<file path="config.mk">
export PLATFORM = sky130hd
export DESIGN_NAME = mtimer_top
export DESIGN_NICKNAME = d
export VERILOG_FILES = /design/src/rtl/mtimer_pkg.sv /design/src/rtl/mtimer_glb.sv /design/src/rtl/mtimer_chan.sv /design/src/rtl/mtimer_top.sv
export SDC_FILE = /design/constraint.sdc
export NUM_CORES = 1
export LEC_CHECK = 0
export ABC_AREA = 1
export BUFFER_PORTS_ARGS = -buffer_cell sky130_fd_sc_hd__buf_2
export CAP_MARGIN = 20
export CORE_MARGIN = 5
export CORE_UTILIZATION = 30
export DETAILED_ROUTE_END_ITERATION = 16
export SYNTH_ARGS = -nofsm -noshare
export SYNTH_HDL_FRONTEND = slang
export SYNTH_SLANG_ARGS = --single-unit
</file>
<file path="constraint.sdc">
create_clock -name clk_i -period 4.5 [get_ports clk_i]
set_clock_uncertainty 0.2 [all_clocks]
set_input_delay 0 -clock clk_i [delete_from_list [all_inputs] [get_ports clk_i]]
set_output_delay 0 -clock clk_i [all_outputs]
set_load 0.01 [all_outputs]
</file>
<file path="src/rtl/mtimer_pkg.sv">
package mtimer_pkg;
    localparam int unsigned BUS_W     = 32;
    localparam int unsigned ADDR_W    = 8;
    localparam int unsigned OFS_W     = 3;
    localparam int unsigned CH_STRIDE = 1 << OFS_W;

    localparam logic [ADDR_W-1:0] A_RUN     = 8'h00;
    localparam logic [ADDR_W-1:0] A_MODE    = 8'h01;
    localparam logic [ADDR_W-1:0] A_TSEL    = 8'h02;
    localparam logic [ADDR_W-1:0] A_CH_BASE = 8'h10;

    typedef enum logic [OFS_W-1:0] {
        OFS_STAT  = 3'd0,
        OFS_IEN   = 3'd1,
        OFS_CAP   = 3'd2,
        OFS_MATCH = 3'd4
    } ch_ofs_e;

    function automatic logic [ADDR_W-1:0] ch_addr(int unsigned ch, int unsigned ofs);
        return A_CH_BASE + ADDR_W'(ch * CH_STRIDE + ofs);
    endfunction
endpackage

</file>
<file path="src/rtl/mtimer_glb.sv">
module mtimer_glb import mtimer_pkg::*; #(
    parameter int unsigned NUM_TIMERS = 3,
    parameter int unsigned SEL_W      = 2,
    localparam int unsigned GW        = NUM_TIMERS * SEL_W
) (
    input  logic                                 clk_i,
    input  logic                                 rst_ni,
    input  logic                                 we_i,
    input  logic [ADDR_W-1:0]                    addr_i,
    input  logic [GW-1:0]                        wdata_i,
    output logic [NUM_TIMERS-1:0]                run_o,
    output logic [NUM_TIMERS-1:0]                per_o,
    output logic [NUM_TIMERS-1:0][SEL_W-1:0]     tsel_o,
    output logic [BUS_W-1:0]                     rdata_o
);
    typedef struct packed {
        logic [NUM_TIMERS-1:0]            run;
        logic [NUM_TIMERS-1:0]            per;
        logic [NUM_TIMERS-1:0][SEL_W-1:0] tsel;
    } glb_t;

    glb_t s_d, s_q;

    always_comb begin
        s_d = s_q;
        if (we_i && addr_i == A_RUN)  s_d.run  = wdata_i[NUM_TIMERS-1:0];
        if (we_i && addr_i == A_MODE) s_d.per  = wdata_i[NUM_TIMERS-1:0];
        if (we_i && addr_i == A_TSEL) s_d.tsel = wdata_i;
    end

    always_ff @(posedge clk_i or negedge rst_ni) begin
        if (!rst_ni) s_q <= '0;
        else         s_q <= s_d;
    end

    always_comb begin
        rdata_o = '0;
        if (addr_i == A_RUN)       rdata_o = BUS_W'(s_q.run);
        else if (addr_i == A_MODE) rdata_o = BUS_W'(s_q.per);
        else if (addr_i == A_TSEL) rdata_o = BUS_W'(s_q.tsel);
    end

    assign run_o  = s_q.run;
    assign per_o  = s_q.per;
    assign tsel_o = s_q.tsel;
endmodule

</file>
<file path="src/rtl/mtimer_chan.sv">
module mtimer_chan import mtimer_pkg::*; #(
    parameter int unsigned CNT_W   = 32,
    parameter int unsigned NUM_CMP = 3
) (
    input  logic                 clk_i,
    input  logic                 rst_ni,
    input  logic                 run_i,
    input  logic                 periodic_i,
    input  logic                 tick_i,
    input  logic                 acc_i,
    input  logic                 we_i,
    input  logic [OFS_W-1:0]     ofs_i,
    input  logic [BUS_W-1:0]     wdata_i,
    output logic [CNT_W-1:0]     cnt_o,
    output logic [NUM_CMP-1:0]   stat_o,
    output logic [NUM_CMP-1:0]   ien_o,
    output logic [BUS_W-1:0]     rdata_o,
    output logic                 irq_o
);
    typedef struct packed {
        logic [CNT_W-1:0]              cnt;
        logic [NUM_CMP-1:0]            stat;
        logic [NUM_CMP-1:0]            ien;
        logic [NUM_CMP-1:0][CNT_W-1:0] match;
        logic [1:0]                    req;
        logic [CNT_W-1:0]              cap;
    } chan_t;

    chan_t              s_d, s_q;
    logic [NUM_CMP-1:0] hit;
    logic               wr;

    always_comb begin
        s_d = s_q;
        wr  = acc_i && we_i;
        for (int k = 0; k < NUM_CMP; k++) begin
            hit[k] = run_i && (s_q.cnt == s_q.match[k]);
        end
        // counting: periodic reload on match 0, else increment with wrap
        if (run_i && tick_i) begin
            s_d.cnt = (periodic_i && hit[0]) ? '0 : s_q.cnt + CNT_W'(1);
        end
        // sticky status: clear first, set afterwards so a set wins
        if (wr && ofs_i == OFS_STAT) s_d.stat = s_q.stat & ~wdata_i[NUM_CMP-1:0];
        s_d.stat = s_d.stat | hit;
        if (wr && ofs_i == OFS_IEN) s_d.ien = wdata_i[NUM_CMP-1:0];
        for (int k = 0; k < NUM_CMP; k++) begin
            if (wr && ofs_i == OFS_W'(int'(OFS_MATCH) + k)) s_d.match[k] = wdata_i[CNT_W-1:0];
        end
        // two-stage capture request, latch on the second edge
        s_d.req = {s_q.req[0], wr && ofs_i == OFS_CAP && wdata_i[0]};
        if (s_q.req[1]) s_d.cap = s_q.cnt;
    end

    always_ff @(posedge clk_i or negedge rst_ni) begin
        if (!rst_ni) s_q <= '0;
        else         s_q <= s_d;
    end

    always_comb begin
        rdata_o = '0;
        if (ofs_i == OFS_STAT)     rdata_o[NUM_CMP-1:0] = s_q.stat;
        else if (ofs_i == OFS_IEN) rdata_o[NUM_CMP-1:0] = s_q.ien;
        else if (ofs_i == OFS_CAP) rdata_o[CNT_W-1:0]   = s_q.cap;
        else begin
            for (int k = 0; k < NUM_CMP; k++) begin
                if (ofs_i == OFS_W'(int'(OFS_MATCH) + k)) rdata_o[CNT_W-1:0] = s_q.match[k];
            end
        end
    end

    assign cnt_o  = s_q.cnt;
    assign stat_o = s_q.stat;
    assign ien_o  = s_q.ien;
    assign irq_o  = |(s_q.stat & s_q.ien);
endmodule

</file>
<file path="src/rtl/mtimer_top.sv">
module mtimer_top import mtimer_pkg::*; #(
    parameter int unsigned NUM_TIMERS = 3,
    parameter int unsigned NUM_CMP    = 3,
    parameter int unsigned CNT_W      = 32,
    parameter int unsigned NUM_TICK   = 4
) (
    input  logic                  clk_i,
    input  logic                  rst_ni,
    input  logic                  bus_we_i,
    input  logic [ADDR_W-1:0]     bus_addr_i,
    input  logic [BUS_W-1:0]      bus_wdata_i,
    output logic [BUS_W-1:0]      bus_rdata_o,
    input  logic [NUM_TICK-1:0]   tick_i,
    output logic [NUM_TIMERS-1:0] irq_o
);
    localparam int unsigned SEL_W = (NUM_TICK > 1) ? $clog2(NUM_TICK) : 1;
    localparam int unsigned GW    = NUM_TIMERS * SEL_W;

    logic [NUM_TIMERS-1:0]              run_q, per_q, ch_acc, tick_ch;
    logic [NUM_TIMERS-1:0][SEL_W-1:0]   tsel_q;
    logic [BUS_W-1:0]                   glb_rdata;
    logic [NUM_TIMERS-1:0][BUS_W-1:0]   ch_rdata;
    logic [NUM_TIMERS-1:0][CNT_W-1:0]   cnt_all;
    logic [NUM_TIMERS-1:0][NUM_CMP-1:0] stat_all, ien_all;

    mtimer_glb #(.NUM_TIMERS(NUM_TIMERS), .SEL_W(SEL_W)) i_glb (
        .clk_i   (clk_i),
        .rst_ni  (rst_ni),
        .we_i    (bus_we_i),
        .addr_i  (bus_addr_i),
        .wdata_i (bus_wdata_i[GW-1:0]),
        .run_o   (run_q),
        .per_o   (per_q),
        .tsel_o  (tsel_q),
        .rdata_o (glb_rdata)
    );

    for (genvar g = 0; g < NUM_TIMERS; g++) begin : g_ch
        localparam logic [ADDR_W-1:0] BASE = ch_addr(g, 0);
        assign ch_acc[g]  = bus_addr_i[ADDR_W-1:OFS_W] == BASE[ADDR_W-1:OFS_W];
        assign tick_ch[g] = (int'(tsel_q[g]) < NUM_TICK) ? tick_i[tsel_q[g]] : 1'b0;

        mtimer_chan #(.CNT_W(CNT_W), .NUM_CMP(NUM_CMP)) i_chan (
            .clk_i      (clk_i),
            .rst_ni     (rst_ni),
            .run_i      (run_q[g]),
            .periodic_i (per_q[g]),
            .tick_i     (tick_ch[g]),
            .acc_i      (ch_acc[g]),
            .we_i       (bus_we_i),
            .ofs_i      (bus_addr_i[OFS_W-1:0]),
            .wdata_i    (bus_wdata_i),
            .cnt_o      (cnt_all[g]),
            .stat_o     (stat_all[g]),
            .ien_o      (ien_all[g]),
            .rdata_o    (ch_rdata[g]),
            .irq_o      (irq_o[g])
        );
    end

    always_comb begin
        bus_rdata_o = glb_rdata;
        for (int n = 0; n < NUM_TIMERS; n++) begin
            if (ch_acc[n]) bus_rdata_o = bus_rdata_o | ch_rdata[n];
        end
    end
endmodule

</file>
* Word-level counts from Yosys, hierarchy flattened
Index checks and enable logic that the tools add are counted.
** Cells by class
- Reduce and logical (&&, ||, !) cells :: 47
- Magnitude comparators :: 3
- Equality and inequality tests :: 19
- Bitwise gates (word level) :: 13
- $add $sub $neg :: 3
- Multiplexer cells :: 42
** Operators by type and width (count)
- $mux 32 :: 20
- $eq 32x32->1 :: 9
- $mux 29 :: 6
- $add 32x1->32 const B :: 3
- $or 32x32->32 :: 3
- $logic_and 1x1->1 :: 42
- $mux 3 :: 9
- $and 3x3->3 :: 6
- $eq 5x2->1 const B :: 2
- $eq 3x3->1 const B :: 3
- $lt 2x3->1 const B :: 3
- $or 3x3->3 :: 3
- $reduce_or 3->1 :: 3
- $eq 8x1->1 const B :: 1
- $eq 8x2->1 const B :: 1
- $logic_not 8->1 :: 1
- $bmux 1 s2 :: 3
- $mux 6 :: 1
- $eq 5x3->1 const B :: 1
- $eq 3x1->1 const B :: 1
- $eq 3x2->1 const B :: 1
- $logic_not 3->1 :: 1
- $mux 1 :: 3
- $not 3->3 :: 1
** Storage, ports and cells
- Logic and storage cells :: 156
- Input port bits :: 47
- Output and inout bits :: 35
- Flip-flop bits (word level) :: 516

* Depth between registers and ports, before layout
- Depth after elaboration :: 13
- Depth in mapped cells :: 13
- Depth with buffers taken out :: 13

* Modules after synthesis
From an unflattened synthesis, not the netlist that was laid out.
** Second synthesis, totals
- Cell total of the unflattened synthesis :: 4192
- Area total of the unflattened synthesis :: 31142.4 um2
** By module, submodules not included
- mtimer_chan (g_ch[1].i_chan ...) :: area each 9586.7 um2, times used 2, sequential area each 4204.0 um2, cells an instance 1253
- mtimer_chan (g_ch[0].i_chan) :: area each 9616.7 um2, times used 1, sequential area each 4204.0 um2, cells an instance 1253
- mtimer_top :: area each 1403.8 um2, times used 1, sequential area each 0.0 um2, cells an instance 306
- mtimer_glb :: area each 948.4 um2, times used 1, sequential area each 300.3 um2, cells an instance 127

* Worst setup path before layout
No wires, ideal clock.
- Path kind :: register to register
- From :: register g_ch[0].i_chan.s_q, in the netlist g_ch[0].i_chan.cnt_o[1]
- To :: register g_ch[0].i_chan.s_q, in the netlist g_ch[0].i_chan.cnt_o[18]
- Clock period less this slack :: 1.880 ns
- Cell stages (with the launch flop) :: 13
- Required time :: 4.187 ns
- Buffers on the path :: 0
- Slack :: 2.620 ns
- Library setup time :: 0.113 ns
- Arrival time :: 1.567 ns
- Cell sequence :: dfrtp_1 > ha_1 > nand2_1 > nor2_1 > nand2_1 > nor2_2 > nand4_2 > nor2_4 > nand2_1 > nand2_1 > nand2_1 > nand2_1 > inv_1
** Between the ends
- Word-level cells in the longest chain between the ends :: 4
- Elaborated cells between the ends (all ways) :: 5
- Classes of those cells :: 1 x add/sub; 1 x eq/ne; 1 x mux; 2 x reduce/logical
** RTL lines
- start: declaration :: RTL line mtimer_chan.sv:29 : chan_t s_d, s_q;
- start signal: assignment :: RTL line mtimer_chan.sv:56 : if (!rst_ni) s_q <= '0;
- start signal: assignment :: RTL line mtimer_chan.sv:57 : else s_q <= s_d;
- branches (longest 3 deep; another with $add 32x1->32)
- $mux 32 * :: RTL line mtimer_chan.sv:41 : s_d.cnt = (periodic_i && hit[0]) ? '0 : s_q.cnt + CNT_W'(1);
Mark *: on every way between the ends.
A chain may end at the register's enable or synchronous reset.

* Final worst setup path
- From :: input port bus_addr_i[5]
- To :: output port bus_rdata_o[6]
** Between the ends
- Word-level cells in the longest chain between the ends :: 8
- Elaborated cells between the ends (all ways) :: 11
- Classes of those cells :: 3 x eq/ne; 4 x mux; 3 x bitwise; 1 x reduce/logical
** RTL lines
- start: declaration :: RTL line mtimer_top.sv:10 : input logic [ADDR_W-1:0] bus_addr_i,
- $logic_not 8->1 :: RTL line mtimer_glb.sv:38 : if (addr_i == A_RUN) rdata_o = BUS_W'(s_q.run);
- $mux 32 :: RTL line mtimer_glb.sv:38
- $or 32x32->32 :: RTL line mtimer_top.sv:64 : if (ch_acc[n]) bus_rdata_o = bus_rdata_o | ch_rdata[n];
- $mux 32 :: RTL line mtimer_top.sv:64
- $or 32x32->32 :: RTL line mtimer_top.sv:64
- $mux 32 :: RTL line mtimer_top.sv:64
- $or 32x32->32 :: RTL line mtimer_top.sv:64
- $mux 32 * :: RTL line mtimer_top.sv:64
- end: declaration :: RTL line mtimer_top.sv:12 : output logic [BUS_W-1:0] bus_rdata_o,
Every way passes the cells marked *; elsewhere a longest branch is shown, timed or not.

==> tab_implementation.tex <==
\begin{tabular}{lr}
\hline
Metric & Value \\
\hline
\multicolumn{2}{l}{\textbf{Clocking}} \\
\quad Number of clock buffers inserted by TritonCTS & 60 \\
\quad TritonCTS clock tree & done \\
\quad Total number of H-tree levels & 2 \\
\quad Clock sink total & 516 \\
\quad Clock root buffer & clkbuf\_16 \\
\quad Clock network latency to the later pin of the worst-skew pair & 0.66 ns \\
\quad Max clock buf depth & 3 \\
\quad Clock slew at reported path FFs & 0.06 ns \\
\multicolumn{2}{l}{\textbf{Synth}} \\
\quad Synthesized area & 29,800 um\^{}2 \\
\quad Post-synth ARST share & 100\% \\
\quad Number of warnings printed during yosys synthesis & 0 \\
\quad Cell taking the most area after synthesis & dfrtp\_1 \\
\quad Number of flip-flops and latches in the synthesized netlist & 516 \\
\quad Post-synth net total & 4,256 \\
\quad Sequential element share of the synthesized area & 43.3\% \\
\quad Distinct cell type count of the synthesized netlist & 48 \\
\quad Top area cells in the synthesized netlist & dfrtp\_1 43\%, nand2\_1 17\%, o21ai\_0 6.0\% \\
\quad Area share of the leading cell type in the synthesized netlist & 43.3\% \\
\quad Synthesized area divided by synthesized cell count & 7.09 um\^{}2 \\
\quad Number of enable-type register cells in the synthesized netlist & 0 \\
\quad Top flip-flop cell by instance count after synthesis & dfrtp\_1 \\
\quad Mapped Cells & 4,206 \\
\multicolumn{2}{l}{\textbf{Layout}} \\
\quad Fraction of layout instances using a drive strength above 1 & 7.20\% \\
\quad NumNets Final & 4,294 \\
\quad Area grow syn2layout & 14.1\% \\
\quad Number of cells in the finished layout apart from fillers & 5,580 \\
\quad Total non-filler cell area in the finished layout & 34,000 um\^{}2 \\
\quad Layout fillers & 10,500 \\
\multicolumn{2}{l}{\textbf{Power}} \\
\quad Pwr per Cell Area & 342 nW/um\^{}2 \\
\quad Leakage power & 15.9 nW \\
\quad Total design power & 11.6 mW \\
\quad Maximum vdd drop & 0.310 mV \\
\multicolumn{2}{l}{\textbf{Worst setup path}} \\
\quad Buffering stage count on the worst path with inverters included & 6 \\
\quad Class of the most critical setup path & in2out \\
\quad Kind of capture point of the worst setup path & output port \\
\quad Data arrival at the endpoint of the critical path & 3.69 ns \\
\quad Start point of the critical path & bus\_addr\_i[5] \\
\quad Startpoint type of the worst setup path & input pin \\
\quad Worst reg2reg path endpoint & g\_ch[0].i\_chan.cnt\_o[31] \\
\quad Maximum fanout encountered on the critical timing path & 26 \\
\quad Number of cells traversed by the worst register-to-register path & 9 \\
\quad Critical Path Sink & bus\_rdata\_o[6] \\
\quad Startpoint of the lowest-slack register-to-register path & i\_glb.tsel\_o[0] \\
\quad Required time at the worst-slack endpoint & 4.30 ns \\
\quad Kind of cell with the highest combined delay on the critical path & buffers and inverters \\
\quad Chain of cells forming the critical path & dlygate4sd3\_1, buf\_2, nor2\_2, dlygate4sd3\_1, nand4\_2, inv\_1, nand2\_1, clkinv\_1, o211ai\_1, nand3\_1, buf\_2 \\
\quad Register-to-register setup slack & 1.70 ns \\
\quad Crit path largest cell delay & 0.85 ns \\
\quad Crit path depth & 11 \\
\quad Crit-path slowest cell & clkinv\_1 \\
\multicolumn{2}{l}{\textbf{Outcome}} \\
\quad Run status & finished clean \\
\multicolumn{2}{l}{\textbf{Placed design}} \\
\quad Final estimated routing congestion in global placement & 1.02 \\
\quad Area post-placement & 31,300 um\^{}2 \\
\quad Placed wire-length estimate & 100 mm \\
\quad Count of input and output buffers & 81 \\
\quad Placed cell count & 5,416 \\
\multicolumn{2}{l}{\textbf{STA}} \\
\quad Part of the cycle the worst path needs & 86.4\% \\
\quad Number of failing hold endpoints at the final stage & 0 \\
\quad Slew of the pin with the lowest slew margin & 1.14 ns \\
\quad Worst slew margin relative to its limit & 23.6\% \\
\quad Achievable frequency & 0.257 GHz \\
\quad Final setup violation count & 0 \\
\quad Final setup TNS & 0 ns \\
\quad Setup repair after global routing missed its margin & no \\
\quad Minimum clock period & 3.89 ns \\
\quad Total count of max-transition violations in the final report & 0 \\
\multicolumn{2}{l}{\textbf{Route}} \\
\quad Count of routing violations after the opening detailed-route iteration & 4,291 \\
\quad Via count normalized by instance count & 5.39 \\
\quad Number of optimization iterations in the first detailed-route pass & 8 \\
\quad DRC errors left & 0 \\
\quad Detailed-route wire length per cell & 24.4 um \\
\quad Routed Antenna Nets & 0 \\
\quad Final Routed Wirelength & 136 mm \\
\quad Total number of vias & 30,100 \\
\multicolumn{2}{l}{\textbf{Floorplan}} \\
\quad Die area & 106,000 um\^{}2 \\
\quad \# IOs & 82 \\
\quad Starting utilization of the core area & 30.2\% \\
\quad Die Y & 325 um \\
\quad Width of the die & 325 um \\
\quad Total core area & 98,600 um\^{}2 \\
\quad \# rows & 115 \\
\multicolumn{2}{l}{\textbf{Global routing}} \\
\quad Pin count of the biggest net entering global routing & 106 \\
\quad Vias in the first global route & 28,000 \\
\quad Number of antenna violations at the first check in global routing & 13 \\
\quad Overall fraction of global-route tracks in use & 24.9\% \\
\quad First-pass GRT wire length & 197 mm \\
\quad Grt total ovfl & 0 \\
\multicolumn{2}{l}{\textbf{Hold path}} \\
\quad Class of the worst hold path & in2reg \\
\quad Worst min-delay path startpoint & tick\_i[3] \\
\multicolumn{2}{l}{\textbf{Flow run}} \\
\quad Max-cap violations & 0 \\
\hline
\end{tabular}
[per-layer routing]
metal  track usage (%)  share of wire (%)
met2              38.2                 44
met1              33.6                 41
met3              5.65                 10
met4              10.8                4.9
met5                 0              0.019
[state kept, by name, summed over array words and instances (netlist names)]
| name | flops |
|---|---|
| g_ch.i_chan.ien_o | 9 |
| i_glb.tsel_o | 6 |
| g_ch.i_chan.stat_o | 9 |
| i_glb.run_o | 3 |
| g_ch.i_chan.cnt_o | 96 |
| i_glb.per_o | 3 |
| g_ch.i_chan.s_q | 387 |
| g_ch.i_chan.s_d | 3 |
[cell usage after synthesis, types with 3 or more instances]
| master | count |
|---|---|
| nand4_1 | 74 |
| buf_2 | 58 |
| clkinv_1 | 3 |
| xor2_1 | 55 |
| nand3b_1 | 4 |
| xnor2_1 | 35 |
| nand3_1 | 156 |
| clkbuf_1 | 100 |
| inv_2 | 27 |
| nor2_1 | 392 |
| ha_1 | 3 |
| buf_1 | 8 |
| o21ai_0 | 356 |
| inv_1 | 463 |
| o211ai_1 | 59 |
| clkbuf_2 | 4 |
| nand3_2 | 4 |
| o221ai_1 | 70 |
| dfrtp_1 | 516 |
| nor3_2 | 7 |
| nor2_2 | 14 |
| o21ai_1 | 43 |
| nand2_1 | 1342 |
| nand4_2 | 7 |
| nor3_1 | 56 |
| o22ai_1 | 75 |
| nor4_1 | 12 |
| buf_4 | 21 |
| o2111ai_1 | 13 |
| nand2_2 | 13 |
| a21oi_1 | 190 |
| nor2_4 | 7 |
[what timing repair did]
| action | CTS | global route |
|---|---|---|
| resized for setup | 0 | 0 |
| endpoints found under the hold margin | 770 | 0 |
| buffers inserted | 0 | 0 |
| hold buffers | 50 | 0 |
[how the worst min path moves through the flow]
stage | endpoint | slack, ns | depth (start not counted)
finish | g_ch[2].i_chan.cnt_o[9] | 0.04 | 9
global route | g_ch[0].i_chan.cnt_o[10] | 0.07 | 8
CTS | g_ch[2].i_chan.stat_o[2] | 0.005 | 7
detailed placement | g_ch[0].i_chan.cnt_o[1] | -0.05 | 1
global placement | g_ch[0].i_chan.cnt_o[11] | -0.05 | 1
floorplan | g_ch[0].i_chan.cnt_o[0] | -0.50 | 0
[logic make-up (layout without fill, tap and decap cells)]
kind of cell / count (synthesis) / count (layout) / share of synthesized area [%]
simple gates: 2095 / 2095 / 29.1
compound gates: 816 / 816 / 15.7
buf+inv: 686 / 771 / 9.19
xor+xnor: 90 / 90 / 2.64
flops: 516 / 516 / 43.3
other cells: 0 / 2 / 0
fa+ha+maj: 3 / 3 / 0.126
[cell type report]
class	instances	area, um^2	share of cell area, %
timing repair buffer	168	1310	3.86
tap	1287	1610	4.74
clock buffer	81	1680	4.94
antenna	2	5.00	0.0147
inverter	494	1860	5.46
multi-input combinational	3004	14200	41.7
sequential	516	12900	38.0
clock inverter	28	437	1.28
[worst reg2reg max path: cells and delay by family, from the launching register on]
kind	cells	cell delay, ns
DFF	1	0.39
buffers and inverters	3	0.90
and+or+nand+nor	6	1.20
[power breakdown]
part,internal [mW],total [mW],switching (mW)
registers,4.84,5.07,0.238
clock network,3.19,5.36,2.17
logic,0.339,1.20,0.859
total,8.37,11.6,3.27
[cells in the final DEF (no fill, tap or decap), drive strengths merged, types with 2 or more instances in the layout]
master,count
diode,2
bufinv,10
xor2,55
inv,492
a21oi,190
nor2,413
nor4,12
a211oi,2
nor3,64
o221ai,70
dlygate4sd3,49
nand3b,4
ha,3
o2111ai,13
nand3,160
nand2,1357
xnor2,35
clkinvlp,2
o211ai,59
o22ai,75
clkbuf,81
clkinv,18
nand4,82
a31oi,2
o21ai,399
dfrtp,516
buf,119
[through the flow]
| stage | util (%) | hold WS (ns) | setup slack [ns] |
|---|---|---|---|
| after global routing | 34.5 | 0.0691 | 0.496 |
| after floorplan | - | -0.496 | 2.62 |
| after CTS | 34.4 | 0.00546 | 0.682 |
| after detailed placement | 31.8 | -0.0502 | 1.65 |
| after global placement | 31.8 | -0.0480 | 1.61 |
| final | 34.5 | 0.0426 | 0.612 |
Note: power is estimated with default switching activity, not from simulation.
